## src/rtl/cfg_port_pkg.sv

```systemverilog
package cfg_port_pkg;
  localparam int WORD_W   = 16;
  localparam int ADDR_W   = 2;
  localparam int PAY_W    = WORD_W - ADDR_W;
  localparam int NUM_REGS = 1 << ADDR_W;
  localparam int SYNC_STG = 2;

  // field widths of the divider word
  localparam int INT_W   = 8;
  localparam int CODE_W  = 2;
  localparam int CTRL_W  = 6;
  localparam int TEST_W  = 6;

  typedef enum logic [ADDR_W-1:0] {
    A_FRAC_HI = 2'b00,
    A_FRAC_LO = 2'b01,
    A_DIVIDE  = 2'b10,
    A_CTRL    = 2'b11
  } reg_addr_e;

  localparam logic [PAY_W-1:0] RST_FRAC_HI = 14'd8192;
  localparam logic [PAY_W-1:0] RST_FRAC_LO = 14'd0;
  // ref=00, cp current=11, bleed=00, integer=177
  localparam logic [PAY_W-1:0] RST_DIVIDE  = {2'b00, 2'b11, 2'b00, 8'd177};
  // spare=00, test=0, control=15
  localparam logic [PAY_W-1:0] RST_CTRL    = {2'b00, 6'd0, 6'd15};

  function automatic logic [PAY_W-1:0] reset_word(input int idx);
    case (idx)
      0:       return RST_FRAC_HI;
      1:       return RST_FRAC_LO;
      2:       return RST_DIVIDE;
      default: return RST_CTRL;
    endcase
  endfunction
endpackage

```

## src/rtl/cfg_sync.sv

```systemverilog
module cfg_sync #(
  parameter int W      = 3,
  parameter int STAGES = 2,
  parameter logic [W-1:0] RST_VAL = '0
) (
  input  logic         clk,
  input  logic         rst,
  input  logic [W-1:0] d_i,
  output logic [W-1:0] q_o
);
  logic [W-1:0] stg [STAGES];

  for (genvar s = 0; s < STAGES; s++) begin : g_stage
    always_ff @(posedge clk) begin
      if (rst) stg[s] <= RST_VAL;
      else if (s == 0) stg[s] <= d_i;
      else stg[s] <= stg[(s == 0) ? 0 : s-1];
    end
  end

  assign q_o = stg[STAGES-1];
endmodule

```

## src/rtl/cfg_shifter.sv

```systemverilog
module cfg_shifter #(
  parameter int WORD_W = 16,
  parameter int ADDR_W = 2,
  localparam int PAY_W = WORD_W - ADDR_W,
  localparam int CNT_W = $clog2(WORD_W + 2)
) (
  input  logic              clk,
  input  logic              rst,
  input  logic              sclk_i,
  input  logic              sdat_i,
  input  logic              sen_n_i,
  output logic              wr_stb_o,
  output logic [ADDR_W-1:0] wr_addr_o,
  output logic [PAY_W-1:0]  wr_data_o,
  output logic [CNT_W-1:0]  bit_cnt_o
);
  localparam logic [CNT_W-1:0] CNT_FULL = CNT_W'(WORD_W);
  localparam logic [CNT_W-1:0] CNT_OVER = CNT_W'(WORD_W + 1);

  logic              sclk_q, en_q;
  logic              sclk_rise, en_rise;
  logic [WORD_W-1:0] shreg;
  logic [CNT_W-1:0]  cnt;

  assign sclk_rise = sclk_i & ~sclk_q;
  assign en_rise   = sen_n_i & ~en_q;

  always_ff @(posedge clk) begin
    if (rst) begin
      sclk_q    <= 1'b0;
      en_q      <= 1'b1;
      shreg     <= '0;
      cnt       <= '0;
      wr_stb_o  <= 1'b0;
      wr_addr_o <= '0;
      wr_data_o <= '0;
    end else begin
      sclk_q   <= sclk_i;
      en_q     <= sen_n_i;
      wr_stb_o <= 1'b0;
      if (en_rise) begin
        if (cnt == CNT_FULL) begin
          wr_stb_o  <= 1'b1;
          wr_addr_o <= shreg[ADDR_W-1:0];
          wr_data_o <= shreg[WORD_W-1:ADDR_W];
        end
        cnt <= '0;
      end else if (sen_n_i) begin
        cnt <= '0;
      end else if (sclk_rise) begin
        shreg <= {shreg[WORD_W-2:0], sdat_i};
        if (cnt != CNT_OVER) cnt <= cnt + 1'b1;
      end
    end
  end

  assign bit_cnt_o = cnt;
endmodule

```

## src/rtl/cfg_regfile.sv

```systemverilog
module cfg_regfile
  import cfg_port_pkg::*;
#(
  parameter int ADDR_W = 2,
  parameter int PAY_W  = 14,
  localparam int NREG  = 1 << ADDR_W
) (
  input  logic                       clk,
  input  logic                       rst,
  input  logic                       wr_stb_i,
  input  logic [ADDR_W-1:0]          wr_addr_i,
  input  logic [PAY_W-1:0]           wr_data_i,
  output logic [NREG-1:0][PAY_W-1:0] regs_o
);
  for (genvar g = 0; g < NREG; g++) begin : g_reg
    always_ff @(posedge clk) begin
      if (rst) regs_o[g] <= PAY_W'(reset_word(g));
      else if (wr_stb_i && wr_addr_i == ADDR_W'(g)) regs_o[g] <= wr_data_i;
    end
  end
endmodule

```

## src/rtl/cfg_serial_port.sv

```systemverilog
module cfg_serial_port
  import cfg_port_pkg::*;
(
  input  logic                  clk,
  input  logic                  rst,
  input  logic                  ser_clk_i,
  input  logic                  ser_dat_i,
  input  logic                  ser_en_n_i,
  output logic [PAY_W-1:0]      frac_hi_o,
  output logic [PAY_W-1:0]      frac_lo_o,
  output logic [2*PAY_W-1:0]    frac_o,
  output logic [INT_W-1:0]      int_div_o,
  output logic [CODE_W-1:0]     ref_div_o,
  output logic [CODE_W-1:0]     cp_cur_o,
  output logic [CODE_W-1:0]     cp_bleed_o,
  output logic                  cp_double_o,
  output logic                  buf_en_o,
  output logic                  tx_en_o,
  output logic                  pwr_up_o,
  output logic                  int_mode_o,
  output logic [TEST_W-1:0]     test_o
);
  localparam int CNT_W = $clog2(WORD_W + 2);

  logic [2:0]                        sync_q;
  logic                              wr_stb;
  logic [ADDR_W-1:0]                 wr_addr;
  logic [PAY_W-1:0]                  wr_data;
  logic [CNT_W-1:0]                  bit_cnt;
  logic [NUM_REGS-1:0][PAY_W-1:0]    regs;
  logic [PAY_W-1:0]                  div_w, ctl_w;
  logic                              ctl_unused;

  cfg_sync #(.W(3), .STAGES(SYNC_STG), .RST_VAL(3'b100)) u_sync (
    .clk (clk),
    .rst (rst),
    .d_i ({ser_en_n_i, ser_dat_i, ser_clk_i}),
    .q_o (sync_q)
  );

  cfg_shifter #(.WORD_W(WORD_W), .ADDR_W(ADDR_W)) u_shift (
    .clk       (clk),
    .rst       (rst),
    .sclk_i    (sync_q[0]),
    .sdat_i    (sync_q[1]),
    .sen_n_i   (sync_q[2]),
    .wr_stb_o  (wr_stb),
    .wr_addr_o (wr_addr),
    .wr_data_o (wr_data),
    .bit_cnt_o (bit_cnt)
  );

  cfg_regfile #(.ADDR_W(ADDR_W), .PAY_W(PAY_W)) u_regs (
    .clk       (clk),
    .rst       (rst),
    .wr_stb_i  (wr_stb),
    .wr_addr_i (wr_addr),
    .wr_data_i (wr_data),
    .regs_o    (regs)
  );

  assign div_w = regs[A_DIVIDE];
  assign ctl_w = regs[A_CTRL];

  assign frac_hi_o   = regs[A_FRAC_HI];
  assign frac_lo_o   = regs[A_FRAC_LO];
  assign frac_o      = {regs[A_FRAC_HI], regs[A_FRAC_LO]};
  assign int_div_o   = div_w[INT_W-1:0];
  assign cp_bleed_o  = div_w[INT_W +: CODE_W];
  assign cp_cur_o    = div_w[INT_W+CODE_W +: CODE_W];
  assign ref_div_o   = div_w[INT_W+2*CODE_W +: CODE_W];
  assign cp_double_o = ctl_w[0];
  assign buf_en_o    = ctl_w[2];
  assign tx_en_o     = ctl_w[3];
  assign pwr_up_o    = ctl_w[4];
  assign int_mode_o  = ctl_w[5];
  assign test_o      = ctl_w[CTRL_W +: TEST_W];
  assign ctl_unused  = ^{ctl_w[1], ctl_w[PAY_W-1:CTRL_W+TEST_W]};
endmodule

```

## config.mk

```make
export PLATFORM = sky130hd
export DESIGN_NAME = cfg_serial_port
export DESIGN_NICKNAME = d
export VERILOG_FILES = /design/src/rtl/cfg_port_pkg.sv /design/src/rtl/cfg_sync.sv /design/src/rtl/cfg_shifter.sv /design/src/rtl/cfg_regfile.sv /design/src/rtl/cfg_serial_port.sv
export SDC_FILE = /design/constraint.sdc
export NUM_CORES = 1
export LEC_CHECK = 0
export BUFFER_PORTS_ARGS = -buffer_cell sky130_fd_sc_hd__buf_4
export CAP_MARGIN = 20
export CORE_ASPECT_RATIO = 1.75
export CORE_UTILIZATION = 49
export DETAILED_ROUTE_END_ITERATION = 16
export GPL_ROUTABILITY_DRIVEN = 0
export MAX_ROUTING_LAYER = met4
export PLACE_DENSITY = 0.76
export SYNTH_ARGS = -nofsm -noshare
export SYNTH_HDL_FRONTEND = slang
export SYNTH_HIERARCHICAL = 1
export SYNTH_SLANG_ARGS = --single-unit
export TNS_END_PERCENT = 10
```

## constraint.sdc

```tcl
create_clock -name clk -period 1.3 [get_ports clk]
set_input_delay 0.13 -clock clk [delete_from_list [all_inputs] [get_ports clk]]
set_output_delay 0.13 -clock clk [all_outputs]
set_load 0.02 [all_outputs]
```

==> impl_metrics.tcl <==
set metrics [dict create \
    status "complete, but fails checks" \
    violations "setup timing" \
    clkSlewWorstSetupHoldPaths_ns 0.07 \
    finalMaxSlewViolations 0 \
    max_freq_ghz 0.727 \
    wl_microns 7940 \
    path_cells "inv_2 > ha_4 > and4bb_1 > and3_4 > clkbuf_16 > mux2i_1" \
    cts_buffer_depth 2 \
    worstPathMaxFanout 8 \
    grt_max_degree 40 \
    rsz0062_at_grt "true" \
    multiInputGateArea_sq_mm 0.00186 \
    hold_slack_ns 0.0198 \
    worstPathArrival_ns 1.65 \
    crit_start "u_shift/bit_cnt_o[0]" \
    max-cap-violations 0 \
    finalSetupViolations 19 \
    cts-root-buf "clkbuf_16" \
    drive_gt1_frac 0.273 \
    hp-class "in2reg" \
    crit_type "reg2reg" \
    cts_buffers 9 \
    fillers 702 \
    p_leak_nw 2.17 \
    hpwlAfterDp_microns 5490 \
    yosysWarnings 6 \
    required_ns 1.57 \
    min_from "ser_clk_i" \
    die_area_sq_mm 0.00894 \
    final_nets 498 \
    die_h_microns 124 \
    fp.dieW_microns 71.9 \
    grt_pass1_wl_microns 13000 \
    cp-end-kind "flop" \
    relSlewSlack 0.756 \
    peakVddDrop_mv 0.795 \
    r2r_cells 6 \
    r2r_start "u_shift/bit_cnt_o[0]" \
    tightest_slew_ns 0.365 \
    final_common_cell "buf_4" \
    synthesis.area_sq_mm 0.00419 \
    timing.final.ws_setup_ns -0.0748 \
    min_delay_path_depth 2 \
    row_count 44 \
    slowest_delay_ns 0.33 \
    drtAntennaViolNets 0 \
    cts_tree "yes" \
    grt_util_all_layers 0.188 \
    total_power_mw 5.73 \
    finClkSkew_ns 0.0119 \
    start_kind "flop" \
    regArea_sq_mm 0.00198 \
    post_cts_buffers 0 \
    cts.sinks 99 \
    diodes 0 \
    worstSkewPairLatency_ns 0.35 \
    fin_crit_ns 1.37 \
    vias 2936 \
    viasPerCell 4.81 \
    cp_slowest_cell "dfxtp_2" \
    drc 0 \
    syn_inst 424 \
    wl_per_cell_microns 13.0 \
    syn_nets 432 \
    h-tree-depth 3 \
    first_iter_violations 130 \
    grt_pass1_vias 2859 \
    start_util 0.504 \
    antenna_found_initial 0 \
    hold_viol_final 0 \
    drtPass1Iterations 4 \
    p_per_area_mw_per_mm2 1100 \
    synth.avg_cell_area_sq_um 9.88 \
    portBuffers 85 \
    synthToLayoutAreaGrowth_pct 24.4 \
    layout_common_cells "98 x buf_4, 97 x dfxtp_1, 90 x nand2b_1" \
    overflow 0 \
    io_pins 86 \
    fin_crit_sh 1.06 \
    core_area_sq_mm 0.00831 \
]
-- final timing paths --
check / endpoint / slack [ns]
hold / removal: u_sync/stg[0][0] / 0.02
hold reg to reg: u_sync/stg[1][2] / 0.42
setup / recovery: u_shift/wr_data_o[12] / -0.07
setup reg to reg: u_shift/wr_data_o[12] / -0.07
-- per-stage QoR --
stage,instances,TNS (ns),util,instance area [sq um],setup slack [ns]
2_1_floorplan,424,-0.497,-,4200,-0.0497
3_3_place_gp,590,0,0.581,4830,0.0128
3_5_place_dp,590,-0.492,0.581,4830,-0.0482
4_1_cts,608,-0.613,0.619,5150,-0.0615
5_1_grt,610,-1.79,0.627,5210,-0.117
6_report,610,-0.886,0.627,5210,-0.0748
-- power by group --
group	total, mW	switching (mW)	leakage, nW	internal, mW
clock	2.54	1.13	0.142	1.40
combinational	0.149	0.0668	1.22	0.0824
sequential	3.05	0.00444	0.800	3.04
total	5.73	1.20	2.17	4.53
-- flip-flops by register name, indices dropped and copies added (netlist names) --
| register | flops |
|---|---|
| u_sync/stg | 6 |
| u_shift/wr_addr_o | 2 |
| u_shift/shreg | 16 |
| u_shift/en_q | 1 |
| u_shift/bit_cnt_o | 5 |
| u_shift/wr_data_o | 14 |
| u_regs/regs_o | 53 |
| u_shift/wr_stb_o | 1 |
| u_shift/sclk_q | 1 |
-- cell type report --
type	instances	share of cell area
Sequential cell	99	0.381
Multi-Input combinational cell	268	0.358
Clock buffer	11	0.0485
Clock inverter	5	0.00672
Timing Repair Buffer	108	0.176
Inverter	4	0.00288
Tap cell	115	0.0276
-- routing by layer --
layer / global-route usage / vias to the layer above / wire [microns]
met1: 0.211 / 1372 / 3310
met2: 0.314 / 63 / 4210
li1: - / 1490 / -
met5: - / - / 0
met4: 0.0796 / 0 / 159
met3: 0.0461 / 11 / 261
-- critical path, delay by kind of cell (launching register included) --
kind,cells,cell delay (ns)
AND/OR/NAND/NOR,2,0.43
flip-flops,1,0.33
buffers and inverters,2,0.24
multiplexers,1,0.18
adder cells (fa/ha/maj),1,0.12
-- repair_timing --
item,in CTS,in global routing
pin swaps,4,2
endpoints found under the setup margin,26,37
hold buffers,2,0
hold endpoints to repair,2,0
gates cloned,0,2
gates resized for setup,2,3
Power figures use the tool's default switching activity.
